$ cat src/rtl/rotview_pkg.sv
`timescale 1ns/1ps
package rotview_pkg;

   localparam int unsigned RV_COORD_W  = 11;
   localparam int unsigned RV_PGCODE_W = 3;
   localparam int unsigned RV_PXCODE_W = 2;
   localparam int unsigned RV_BASE_W   = 31;
   localparam int unsigned RV_BLO_W    = (1 << RV_PXCODE_W) - 1;

   typedef enum logic [1:0] {
      ROT_0   = 2'd0,
      ROT_90  = 2'd1,
      ROT_180 = 2'd2,
      ROT_270 = 2'd3
   } rot_angle_e;

   typedef struct packed {
      logic [RV_PGCODE_W-1:0] pw_log2;
      logic [RV_PGCODE_W-1:0] ph_log2;
      logic [RV_PXCODE_W-1:0] px_log2;
      logic [RV_COORD_W-1:0]  img_w;
      logic [RV_COORD_W-1:0]  img_h;
      logic [RV_BASE_W-1:0]   base;
   } rot_cfg_t;

   typedef struct packed {
      logic                  oor;
      logic [RV_COORD_W-1:0] x;
      logic [RV_COORD_W-1:0] y;
      logic [RV_BLO_W-1:0]   byte_lo;
   } rot_pix_t;

endpackage

$ cat src/rtl/rotview_regs.sv
`timescale 1ns/1ps
module rotview_regs
   import rotview_pkg::*;
#(
   parameter int unsigned RST_PW = 5,
   parameter int unsigned RST_PH = 5,
   parameter int unsigned RST_PX = 1
)(
   input  logic                 clk,
   input  logic                 rst_n,
   input  logic                 wr_en,
   input  logic [1:0]           wr_sel,
   input  logic [RV_BASE_W-1:0] wr_data,
   output rot_cfg_t             cfg
);

   localparam logic [1:0]  SEL_GEOM = 2'd0;
   localparam logic [1:0]  SEL_SIZE = 2'd1;
   localparam logic [1:0]  SEL_BASE = 2'd2;
   localparam int unsigned PH_LSB   = 4;
   localparam int unsigned PX_LSB   = 8;
   localparam int unsigned HGT_LSB  = 16;

   if (RST_PW >= (1 << RV_PGCODE_W) || RST_PH >= (1 << RV_PGCODE_W)) begin : g_bad_pg
      $error("rotview_regs: page code reset value does not fit");
   end
   if (RST_PX >= (1 << RV_PXCODE_W)) begin : g_bad_px
      $error("rotview_regs: pixel code reset value does not fit");
   end
   if (HGT_LSB + RV_COORD_W > RV_BASE_W) begin : g_bad_size
      $error("rotview_regs: size fields exceed write data width");
   end

   always_ff @(posedge clk or negedge rst_n) begin
      if (!rst_n) begin
         cfg.pw_log2 <= RV_PGCODE_W'(RST_PW);
         cfg.ph_log2 <= RV_PGCODE_W'(RST_PH);
         cfg.px_log2 <= RV_PXCODE_W'(RST_PX);
         cfg.img_w   <= '0;
         cfg.img_h   <= '0;
         cfg.base    <= '0;
      end else if (wr_en) begin
         case (wr_sel)
            SEL_GEOM: begin
               cfg.pw_log2 <= wr_data[RV_PGCODE_W-1:0];
               cfg.ph_log2 <= wr_data[PH_LSB +: RV_PGCODE_W];
               cfg.px_log2 <= wr_data[PX_LSB +: RV_PXCODE_W];
            end
            SEL_SIZE: begin
               cfg.img_w <= wr_data[RV_COORD_W-1:0];
               cfg.img_h <= wr_data[HGT_LSB +: RV_COORD_W];
            end
            SEL_BASE: cfg.base <= wr_data;
            default: ;
         endcase
      end
   end

endmodule

$ cat src/rtl/rotview_decode.sv
`timescale 1ns/1ps
module rotview_decode
   import rotview_pkg::*;
#(
   parameter int unsigned VA_W     = 32,
   parameter int unsigned WIN_LOG2 = 24,
   parameter int unsigned WIN_TAG  = 'h1D
)(
   input  logic                   clk,
   input  logic                   rst_n,
   input  logic                   vld,
   input  logic [VA_W-1:0]        vaddr,
   input  logic [RV_PXCODE_W-1:0] px_log2,
   input  logic [RV_COORD_W-1:0]  img_w,
   input  logic [RV_COORD_W-1:0]  img_h,
   output rot_pix_t               pix
);

   localparam int unsigned TAG_W = VA_W - WIN_LOG2 - 2;
   localparam int unsigned OFF_W = WIN_LOG2;
   localparam int unsigned ROW_W = OFF_W - RV_COORD_W;

   logic                  in_win;
   rot_angle_e            ang;
   logic [OFF_W-1:0]      off;
   logic [OFF_W-1:0]      pix_idx;
   logic [RV_COORD_W-1:0] col;
   logic [ROW_W-1:0]      row;
   logic [RV_COORD_W-1:0] row_lo;
   logic [RV_COORD_W-1:0] view_w;
   logic [RV_COORD_W-1:0] view_h;
   logic [RV_BLO_W-1:0]   lo_mask;
   logic [RV_COORD_W-1:0] one;

   assign one     = RV_COORD_W'(1);
   assign in_win  = (vaddr[VA_W-1 -: TAG_W] == TAG_W'(WIN_TAG));
   assign ang     = rot_angle_e'(vaddr[WIN_LOG2 +: 2]);
   assign off     = vaddr[OFF_W-1:0];
   assign pix_idx = off >> px_log2;
   assign col     = pix_idx[RV_COORD_W-1:0];
   assign row     = pix_idx[OFF_W-1:RV_COORD_W];
   assign row_lo  = row[RV_COORD_W-1:0];
   assign lo_mask = ~({RV_BLO_W{1'b1}} << px_log2);

   // Quarter turns swap the view dimensions
   assign view_w = ang[0] ? img_h : img_w;
   assign view_h = ang[0] ? img_w : img_h;

   always_comb begin
      pix.oor     = !in_win || (col >= view_w) || (row >= ROW_W'(view_h));
      pix.byte_lo = off[RV_BLO_W-1:0] & lo_mask;
      pix.x       = col;
      pix.y       = row_lo;
      case (ang)
         ROT_0: begin
            pix.x = col;
            pix.y = row_lo;
         end
         ROT_90: begin
            pix.x = row_lo;
            pix.y = img_h - one - col;
         end
         ROT_180: begin
            pix.x = img_w - one - col;
            pix.y = img_h - one - row_lo;
         end
         ROT_270: begin
            pix.x = img_w - one - row_lo;
            pix.y = col;
         end
      endcase
   end


   win_miss_chk: assert property (@(posedge clk) disable iff (!rst_n)
      vld && (vaddr[VA_W-1 -: TAG_W] != TAG_W'(WIN_TAG)) |-> pix.oor);


   coord_range_chk: assert property (@(posedge clk) disable iff (!rst_n)
      vld && !pix.oor |-> (pix.x < img_w) && (pix.y < img_h));

endmodule

$ cat src/rtl/rotview_place.sv
`timescale 1ns/1ps
module rotview_place
   import rotview_pkg::*;
#(
   parameter int unsigned PA_W = 32
)(
   input  logic                   clk,
   input  logic                   rst_n,
   input  logic                   vld,
   input  rot_pix_t               pix,
   input  logic [RV_PGCODE_W-1:0] pw_log2,
   input  logic [RV_PGCODE_W-1:0] ph_log2,
   input  logic [RV_PXCODE_W-1:0] px_log2,
   input  logic [RV_COORD_W-1:0]  img_w,
   input  logic [RV_BASE_W-1:0]   base,
   output logic [PA_W-1:0]        paddr
);

   localparam int unsigned BX_W = RV_COORD_W + RV_BLO_W;

   logic [BX_W-1:0]        bx;
   logic [BX_W-1:0]        pw_mask;
   logic [BX_W-1:0]        page_col;
   logic [BX_W-1:0]        byte_in_row;
   logic [BX_W-1:0]        line_bytes;
   logic [BX_W:0]          per_line;
   logic [RV_COORD_W-1:0]  ph_mask;
   logic [RV_COORD_W-1:0]  row_in_page;
   logic [RV_COORD_W-1:0]  page_row;
   logic [RV_PGCODE_W:0]   tile_sh;
   logic [PA_W-1:0]        page_idx;
   logic [PA_W-1:0]        tile_off;
   logic [PA_W-1:0]        line_off;

   // Byte position of the pixel along the stored line
   assign bx          = (BX_W'(pix.x) << px_log2) | BX_W'(pix.byte_lo);
   assign pw_mask     = ~({BX_W{1'b1}} << pw_log2);
   assign page_col    = bx >> pw_log2;
   assign byte_in_row = bx & pw_mask;

   // Whole pages needed to hold one stored line
   assign line_bytes  = BX_W'(img_w) << px_log2;
   assign per_line    = ({1'b0, line_bytes} + {1'b0, pw_mask}) >> pw_log2;

   assign ph_mask     = ~({RV_COORD_W{1'b1}} << ph_log2);
   assign row_in_page = pix.y & ph_mask;
   assign page_row    = pix.y >> ph_log2;

   assign tile_sh  = {1'b0, pw_log2} + {1'b0, ph_log2};
   assign page_idx = PA_W'(page_row) * PA_W'(per_line) + PA_W'(page_col);
   assign tile_off = page_idx << tile_sh;
   assign line_off = PA_W'(row_in_page) << pw_log2;
   assign paddr    = PA_W'(base) + tile_off + line_off + PA_W'(byte_in_row);


   phys_floor_chk: assert property (@(posedge clk) disable iff (!rst_n)
      vld && !pix.oor |-> paddr >= PA_W'(base));

endmodule

$ cat src/rtl/rotview_xlate.sv
`timescale 1ns/1ps
module rotview_xlate
   import rotview_pkg::*;
#(
   parameter int unsigned VA_W     = 32,
   parameter int unsigned PA_W     = 32,
   parameter int unsigned WIN_LOG2 = 24,
   parameter int unsigned WIN_TAG  = 'h1D,
   parameter int unsigned LATENCY  = 2
)(
   input  logic                 clk,
   input  logic                 rst_n,
   input  logic                 cfg_we,
   input  logic [1:0]           cfg_addr,
   input  logic [RV_BASE_W-1:0] cfg_wdata,
   input  logic                 req_valid,
   input  logic [VA_W-1:0]      req_vaddr,
   output logic                 rsp_valid,
   output logic [PA_W-1:0]      rsp_paddr,
   output logic                 rsp_oor
);

   localparam int unsigned TAG_W = VA_W - WIN_LOG2 - 2;

   if (LATENCY < 1 || LATENCY > 2) begin : g_bad_lat
      $error("rotview_xlate: LATENCY must be 1 or 2");
   end
   if (VA_W < WIN_LOG2 + 3) begin : g_bad_va
      $error("rotview_xlate: no room for window tag and angle");
   end
   if (WIN_LOG2 <= RV_COORD_W + RV_BLO_W) begin : g_bad_win
      $error("rotview_xlate: window too small for one line");
   end
   if (PA_W < RV_BASE_W) begin : g_bad_pa
      $error("rotview_xlate: physical address narrower than base");
   end
   if (WIN_TAG >= (1 << TAG_W)) begin : g_bad_tag
      $error("rotview_xlate: window tag does not fit");
   end

   rot_cfg_t        cfg;
   rot_pix_t        pix_a;
   rot_pix_t        pix_b;
   logic            vld_b;
   logic [PA_W-1:0] paddr_b;

   rotview_regs u_regs (
      .clk     (clk),
      .rst_n   (rst_n),
      .wr_en   (cfg_we),
      .wr_sel  (cfg_addr),
      .wr_data (cfg_wdata),
      .cfg     (cfg)
   );

   rotview_decode #(
      .VA_W     (VA_W),
      .WIN_LOG2 (WIN_LOG2),
      .WIN_TAG  (WIN_TAG)
   ) u_decode (
      .clk     (clk),
      .rst_n   (rst_n),
      .vld     (req_valid),
      .vaddr   (req_vaddr),
      .px_log2 (cfg.px_log2),
      .img_w   (cfg.img_w),
      .img_h   (cfg.img_h),
      .pix     (pix_a)
   );

   if (LATENCY == 2) begin : g_mid_reg
      always_ff @(posedge clk or negedge rst_n) begin
         if (!rst_n) begin
            vld_b <= 1'b0;
            pix_b <= '0;
         end else begin
            vld_b <= req_valid;
            pix_b <= pix_a;
         end
      end
   end else begin : g_mid_wire
      assign vld_b = req_valid;
      assign pix_b = pix_a;
   end

   rotview_place #(
      .PA_W (PA_W)
   ) u_place (
      .clk     (clk),
      .rst_n   (rst_n),
      .vld     (vld_b),
      .pix     (pix_b),
      .pw_log2 (cfg.pw_log2),
      .ph_log2 (cfg.ph_log2),
      .px_log2 (cfg.px_log2),
      .img_w   (cfg.img_w),
      .base    (cfg.base),
      .paddr   (paddr_b)
   );

   always_ff @(posedge clk or negedge rst_n) begin
      if (!rst_n) begin
         rsp_valid <= 1'b0;
         rsp_oor   <= 1'b0;
         rsp_paddr <= '0;
      end else begin
         rsp_valid <= vld_b;
         rsp_oor   <= pix_b.oor;
         rsp_paddr <= pix_b.oor ? '0 : paddr_b;
      end
   end


   rsp_latency_chk: assert property (@(posedge clk) disable iff (!rst_n)
      rsp_valid == $past(req_valid, LATENCY));


   oor_zero_chk: assert property (@(posedge clk) disable iff (!rst_n)
      rsp_valid && rsp_oor |-> rsp_paddr == '0);

endmodule

$ cat config.mk
export PLATFORM = sky130hd
export DESIGN_NAME = rotview_xlate
export DESIGN_NICKNAME = d
export VERILOG_FILES = /design/src/rtl/rotview_pkg.sv /design/src/rtl/rotview_regs.sv /design/src/rtl/rotview_decode.sv /design/src/rtl/rotview_place.sv /design/src/rtl/rotview_xlate.sv
export SDC_FILE = /design/constraint.sdc
export NUM_CORES = 1
export LEC_CHECK = 0
export CELL_PAD_IN_SITES_DETAIL_PLACEMENT = 1
export CELL_PAD_IN_SITES_GLOBAL_PLACEMENT = 2
export CORE_ASPECT_RATIO = 1.1
export CORE_MARGIN = 3
export CORE_UTILIZATION = 25
export DETAILED_ROUTE_END_ITERATION = 8
export PLACE_DENSITY_LB_ADDON = 0.1
export SETUP_SLACK_MARGIN = 0.1
export SLEW_MARGIN = 20
export SYNTH_ARGS = -nofsm -noshare
export SYNTH_HDL_FRONTEND = slang
export SYNTH_HIERARCHICAL = 1
export SYNTH_SLANG_ARGS = --single-unit
$ cat constraint.sdc
create_clock -name clk -period 11.73 [get_ports clk]
set_input_delay 3.519 -clock clk [delete_from_list [all_inputs] [get_ports clk]]
set_output_delay 3.519 -clock clk [all_outputs]
set_load 0.02 [all_outputs]
==> reports/metrics.cfg, run 1 <==
[worst_setup_path]
path_class = register to register
cp.arrival_ns = 11.52
cp.required_ns = 12.05
crit_path_top_delay_cell = fa_1
cp_max_fo = 5
cp-end-kind = register
cp-start-kind = register
critPathMaxStageDelay_ns = 0.57

[clock_tree]
cts_buffer_depth = 2
hold_buffers = 0
cts_tree = yes
cts_sinks = 122
numCtsBuffers = 17
htreeDepth = 4
clock_latency_ns = 0.45
cts_root_buf = clkbuf_16
path_clk_slew_ns = 0.06

[grt]
grt_pass1_wl_um = 119000
antenna_found_initial = 3
grt_use_total_pct = 18.9
grt_overflow = 0
grt_max_degree = 63
first_global_vias = 19200

[detailed_routing]
routed-wl-met3_um = 1160
vias = 17600
drt-vias-per-instance = 4.88
first_iter_violations = 715
dr.max_layer_used = met4
m1WireLength_um = 36000
antenna_left = 0
wirelength_um = 78300
drc = 0
wl_per_cell_um = 21.6
drt_first_pass_iters = 4
wl_met2_um = 39800

[placed_design]
hpwl_um = 64400
gp_congestion = 0.840
port_buffers = 102

[sta]
max_freq_mhz = 89.3
rsz0062_at_grt = true
fin_worst_skew_ns = 0.0241
fin_crit_ns = 11.20
finalMaxSlewViolations = 0
setup_viol_count_final = 0
slew_headroom_pct = 24.8
whs_ns = 0.355
fin_crit_sh_pct = 95.5
worst_slew_pin_slew_ns = 1.11
hold_violations = 0

[floorplanning]
die_width_um = 273
dieArea_um2 = 82100
coreArea_um2 = 77800
dieHeight_um = 300
std_cell_rows = 107
initial_core_util_pct = 25.3
ioPinCount = 103

[yosys]
yosysSeqAreaShare_pct = 15.5
ys.warnings.count = 6
synth_nets = 2699
netlist_area_um2 = 19700
syn_inst = 2280
syn_area_per_cell_um2 = 8.63
synth-seq-cells = 122
synth_cell_types = 86
synth_edf_count = 0
synthArstFlopShare_pct = 100
synth_ff_type = dfrtp_1

[layout]
fin_nets = 2989
final_common_cell = buf_4
diodes = 0
drive_above_1_share_pct = 25.3
final_cell_mix = buf_4 (263), inv_1 (234), nand2_1 (214)
syn2layout_area_growth_pct = 30.1

[outcome]
outcome = completed

[hold_path]
hold_path.class = register to register

[job]
max_cap_violations = 0

## kinds of logic after synthesis
group                    synth area share [%]
AO/OA/AOI/OAI                            14.8
AND/OR/NAND/NOR                          16.0
adder cells (fa/ha/maj)                  28.2
multiplexers                             14.7
flip-flops                               15.5
buffers and inverters                    7.19
XOR/XNOR                                 3.61
## synthesized netlist by cell type (5+ instances only)
| cell type | count | area share (%) |
|---|---|---|
| and3_1 | 20 | 0.64 |
| dfrtp_1 | 117 | 15 |
| nand2b_1 | 21 | 0.67 |
| a2111oi_0 | 5 | 0.22 |
| xor2_1 | 27 | 1.2 |
| a21o_1 | 34 | 1.3 |
| buf_2 | 8 | 0.20 |
| a31oi_1 | 16 | 0.51 |
| o31ai_1 | 8 | 0.31 |
| o31a_1 | 6 | 0.27 |
| mux2_2 | 99 | 5.7 |
| o21ai_0 | 106 | 2.7 |
| dfstp_2 | 5 | 0.67 |
| a211oi_1 | 32 | 1.2 |
| fa_1 | 156 | 16 |
| clkbuf_1 | 69 | 1.3 |
| a221oi_1 | 6 | 0.27 |
| nor3_1 | 34 | 0.86 |
| nor4_1 | 7 | 0.22 |
| nand4_1 | 10 | 0.32 |
| o21bai_1 | 10 | 0.38 |
| o22ai_1 | 8 | 0.25 |
| or3_1 | 10 | 0.32 |
| and2_1 | 45 | 1.4 |
| nand3_1 | 27 | 0.69 |
| nand2_1 | 221 | 4.2 |
| nand3b_1 | 7 | 0.27 |
| o21a_1 | 27 | 1.0 |
| buf_1 | 22 | 0.42 |
| or2_2 | 6 | 0.19 |
| nor2_1 | 165 | 3.1 |
| nor3b_1 | 7 | 0.27 |
| ha_1 | 194 | 12 |
| nor2b_1 | 54 | 1.7 |
| buf_4 | 9 | 0.34 |
| a21oi_1 | 142 | 3.6 |
| mux2i_1 | 124 | 6.3 |
| o211ai_1 | 16 | 0.61 |
| xnor2_1 | 54 | 2.4 |
| inv_1 | 243 | 4.6 |
| mux4_2 | 20 | 2.3 |
## metrics by stage
stage	setup TNS, ns	std cells	instance area (µm²)	setup WS, ns	util, %
floorplan	0	2280	19700	0.168	-
global placement	-1.04	3544	23300	-0.227	30.0
detailed placement	-1.49	3544	23300	-0.270	30.0
CTS	0	3582	24200	0.0911	31.1
global route	-0.0591	3618	25600	-0.0411	32.9
finish	0	3618	25600	0.526	32.9
## worst max-delay path: cells and delay by family (launching register included)
kind / cells / cell delay, ns
mux: 4 / 0.84
simple gates: 8 / 1.26
buf+inv: 12 / 1.42
flops: 1 / 0.56
compound gates: 14 / 2.61
fa+ha+maj: 10 / 3.88
xor+xnor: 3 / 0.47
## flip-flops by register name, indices dropped and copies added, names as in the netlist
signal / cells
rsp_oor: 1
vld_b: 1
pix_b: 26
u_regs/cfg: 61
rsp_valid: 1
rsp_paddr: 32
## routing by layer
layer / global-route usage (%) / vias up
li1: - / 8412
met1: 24.7 / 8958
met2: 34.3 / 207
met3: 0.998 / 64
met4: 3.93 / 0
met5: 0 / -
## worst paths after layout
kind / from / cells past startpoint / slack, ns / end
setup / recovery: u_regs/cfg[53] / 51 / 0.53 / rsp_paddr[31]
hold / removal: vld_b / 0 / 0.35 / rsp_valid
setup reg to reg: u_regs/cfg[53] / 51 / 0.53 / rsp_paddr[31]
hold reg to reg: vld_b / 0 / 0.35 / rsp_valid
max in group asynchronous: rst_n / 2 / 7.38 / u_regs/cfg[54]
min in group asynchronous: rst_n / 1 / 3.05 / rsp_paddr[15]
## timing repair
action | 4_1_cts | 5_1_grt
endpoints found under the setup margin | 13 | 21
gates resized for setup | 33 | 232
setup buffers | 6 | 36
pin swaps | 7 | 117
## cell type report
type | instances | area [µm²]
Sequential cell | 122 | 3060
Multi-Input combinational cell | 1798 | 16500
Tap cell | 1035 | 1290
Clock buffer | 20 | 437
Fill cell | 9016 | 52200
Clock inverter | 12 | 186
Inverter | 249 | 935
Timing Repair Buffer | 382 | 3220
Power of run 1 is left out: the tool's default activity adds up to more than one toggle a clock period on the data nets, which glitch-free logic cannot reach.
==> run 2: changes to the inputs <==
--- a/config.mk
+++ b/config.mk
@@ -13,7 +13,7 @@
 export DETAILED_ROUTE_END_ITERATION = 8
 export PLACE_DENSITY_LB_ADDON = 0.1
 export SETUP_SLACK_MARGIN = 0.1
-export SLEW_MARGIN = 20
+export SLEW_MARGIN = 5
 export SYNTH_ARGS = -nofsm -noshare
 export SYNTH_HDL_FRONTEND = slang
 export SYNTH_HIERARCHICAL = 1
==> results of run 2 <==
No change in the layout: final DEF, timing and power equal those of run 1.
Power of run 2 is left out for the same reason.
==> run 3: changes to the inputs <==
--- a/config.mk
+++ b/config.mk
@@ -8,7 +8,6 @@
 export CELL_PAD_IN_SITES_DETAIL_PLACEMENT = 1
 export CELL_PAD_IN_SITES_GLOBAL_PLACEMENT = 2
 export CORE_ASPECT_RATIO = 1.1
-export CORE_MARGIN = 3
 export CORE_UTILIZATION = 25
 export DETAILED_ROUTE_END_ITERATION = 8
 export PLACE_DENSITY_LB_ADDON = 0.1
==> reports/metrics.cfg, run 3 (synthesis gave the netlist of run 1 again) <==
[clock_tree]
cts_sinks = 122
cts_tree = yes
cts_buffer_depth = 2
htreeDepth = 4
path_clk_slew_ns = 0.07
cts_root_buf = clkbuf_16
clock_latency_ns = 0.44
numCtsBuffers = 17

[grt]
grt_use_total_pct = 19.5
grt_pass1_wl_um = 119000
grt_max_degree = 71
antenna_found_initial = 0
grt_overflow = 0
first_global_vias = 19300

[worst_setup_path]
cp_top_family = adder cells
crit_top_cell = buf_4
critPathMaxStageDelay_ns = 0.56
cp-start-kind = register
r2r_end = rsp_paddr[31]
cp_max_fo = 4
cp-end-kind = register
path_class = register to register
r2r_slack_ns = 0.43
cp.arrival_ns = 11.62
reg2reg_depth = 46
crit_path_top_delay_cell = mux4_2
worstReg2RegStart = u_regs/cfg[53]
cp.required_ns = 12.04
startpoint = u_regs/cfg[53]
path_depth = 46
crit_buf_inv = 9
crit_path_end = rsp_paddr[31]

[layout]
syn2layout_area_growth_pct = 26.9
final_cell_mix = buf_4 (242), inv_1 (240), nand2_1 (219)
final_common_cell = buf_4
nFillCells = 9086
largest_registers = u_regs/cfg (61), rsp_paddr (32), pix_b (26)
largest_register = u_regs/cfg
multi_input_area_um2 = 16200
fin_nets = 2956
drive_above_1_share_pct = 22.9
regArea_um2 = 3060
largest_reg_flops = 61

[detailed_routing]
drc = 0
antenna_left = 0
drt-vias-per-instance = 4.86
wl_per_cell_um = 21.6
drt_first_pass_iters = 5
wirelength_um = 77400
vias = 17400
first_iter_violations = 731

[placed_design]
hpwl_um = 64200
gp_congestion = 0.836
port_buffers = 102

[sta]
fin_crit_ns = 11.30
max_freq_mhz = 88.5
slew_headroom_pct = 25.9
setup_viol_count_final = 0
fin_worst_skew_ns = 0.0207
final.setup.tns_ns = 0
fin_crit_sh_pct = 96.4
rsz0062_at_grt = true
hold_violations = 0
finalMaxSlewViolations = 0
worst_slew_pin_slew_ns = 1.10

[floorplanning]
initial_core_util_pct = 25.3
std_cell_rows = 107
dieArea_um2 = 79800
coreArea_um2 = 77600
dieHeight_um = 296
ioPinCount = 103
die_width_um = 269

[job]
max_cap_violations = 0

[hold_path]
hold_path.class = register to register

[outcome]
outcome = completed

run 3: cell types whose count changed in the layout (fill, tap and decap cells not counted), sizes merged:
cell	previous run	this run
inv	249	251
buf	282	249
clkbuf	20	19
diode	0	1
bufinv	4	0
clkinv	8	7
clkinvlp	0	4
run 3: worst reg2reg max path: cells and delay by family, from the launching register on:
| kind | cells | cell delay (ns) |
|---|---|---|
| simple gates | 7 | 0.93 |
| buf+inv | 9 | 1.17 |
| flops | 1 | 0.54 |
| xor+xnor | 4 | 0.59 |
| mux | 3 | 1.30 |
| compound gates | 13 | 2.84 |
| fa+ha+maj | 10 | 3.79 |
run 3: area by class of cell:
type / instances / area share (%)
multi-input combinational: 1798 / 64.9
sequential: 122 / 12.3
timing repair buffer: 349 / 11.6
tap: 1035 / 5.19
inverter: 249 / 3.74
clock buffer: 19 / 1.81
clock inverter: 13 / 0.441
antenna: 1 / 0.0100
run 3: through the flow:
stage / std cells / worst slack (ns) / area (µm²) / hold WS [ns] / util [%]
3_3_place_gp: 3522 / -0.224 / 23200 / 0.335 / 29.8
5_1_grt: 3585 / 0.00144 / 25000 / 0.363 / 32.1
2_1_floorplan: 2280 / 0.168 / 19700 / 0.331 / -
4_1_cts: 3558 / 0.107 / 23900 / 0.358 / 30.7
6_report: 3586 / 0.426 / 25000 / 0.356 / 32.1
3_5_place_dp: 3522 / -0.238 / 23200 / 0.342 / 29.8
run 3: worst min path at each step:
stage | start | endpoint | slack [ns] | cells after the start
floorplan | vld_b | rsp_valid | 0.33 | 0
global placement | vld_b | rsp_valid | 0.33 | 0
detailed placement | vld_b | rsp_valid | 0.34 | 0
CTS | vld_b | rsp_valid | 0.36 | 0
global route | vld_b | rsp_valid | 0.36 | 0
finish | vld_b | rsp_valid | 0.36 | 0
run 3: what timing repair did:
action,in CTS,in global routing
setup endpoints to repair,13,21
pin swaps,5,86
setup buffers,4,27
resized for setup,25,186
hold buffers,0,0
run 3: routing by layer:
| layer | vias to the layer above | part of all wire [%] | track usage, % | routed length (µm) |
|---|---|---|---|---|
| li1 | 8354 | - | - | - |
| met1 | 8835 | 45 | 24.7 | 35100 |
| met5 | - | 0 | 0 | 0 |
| met2 | 178 | 51 | 36.2 | 39800 |
| met3 | 51 | 1.5 | 1.00 | 1160 |
| met4 | 0 | 1.7 | 4.38 | 1340 |
Power of run 3 is left out for the same reason.
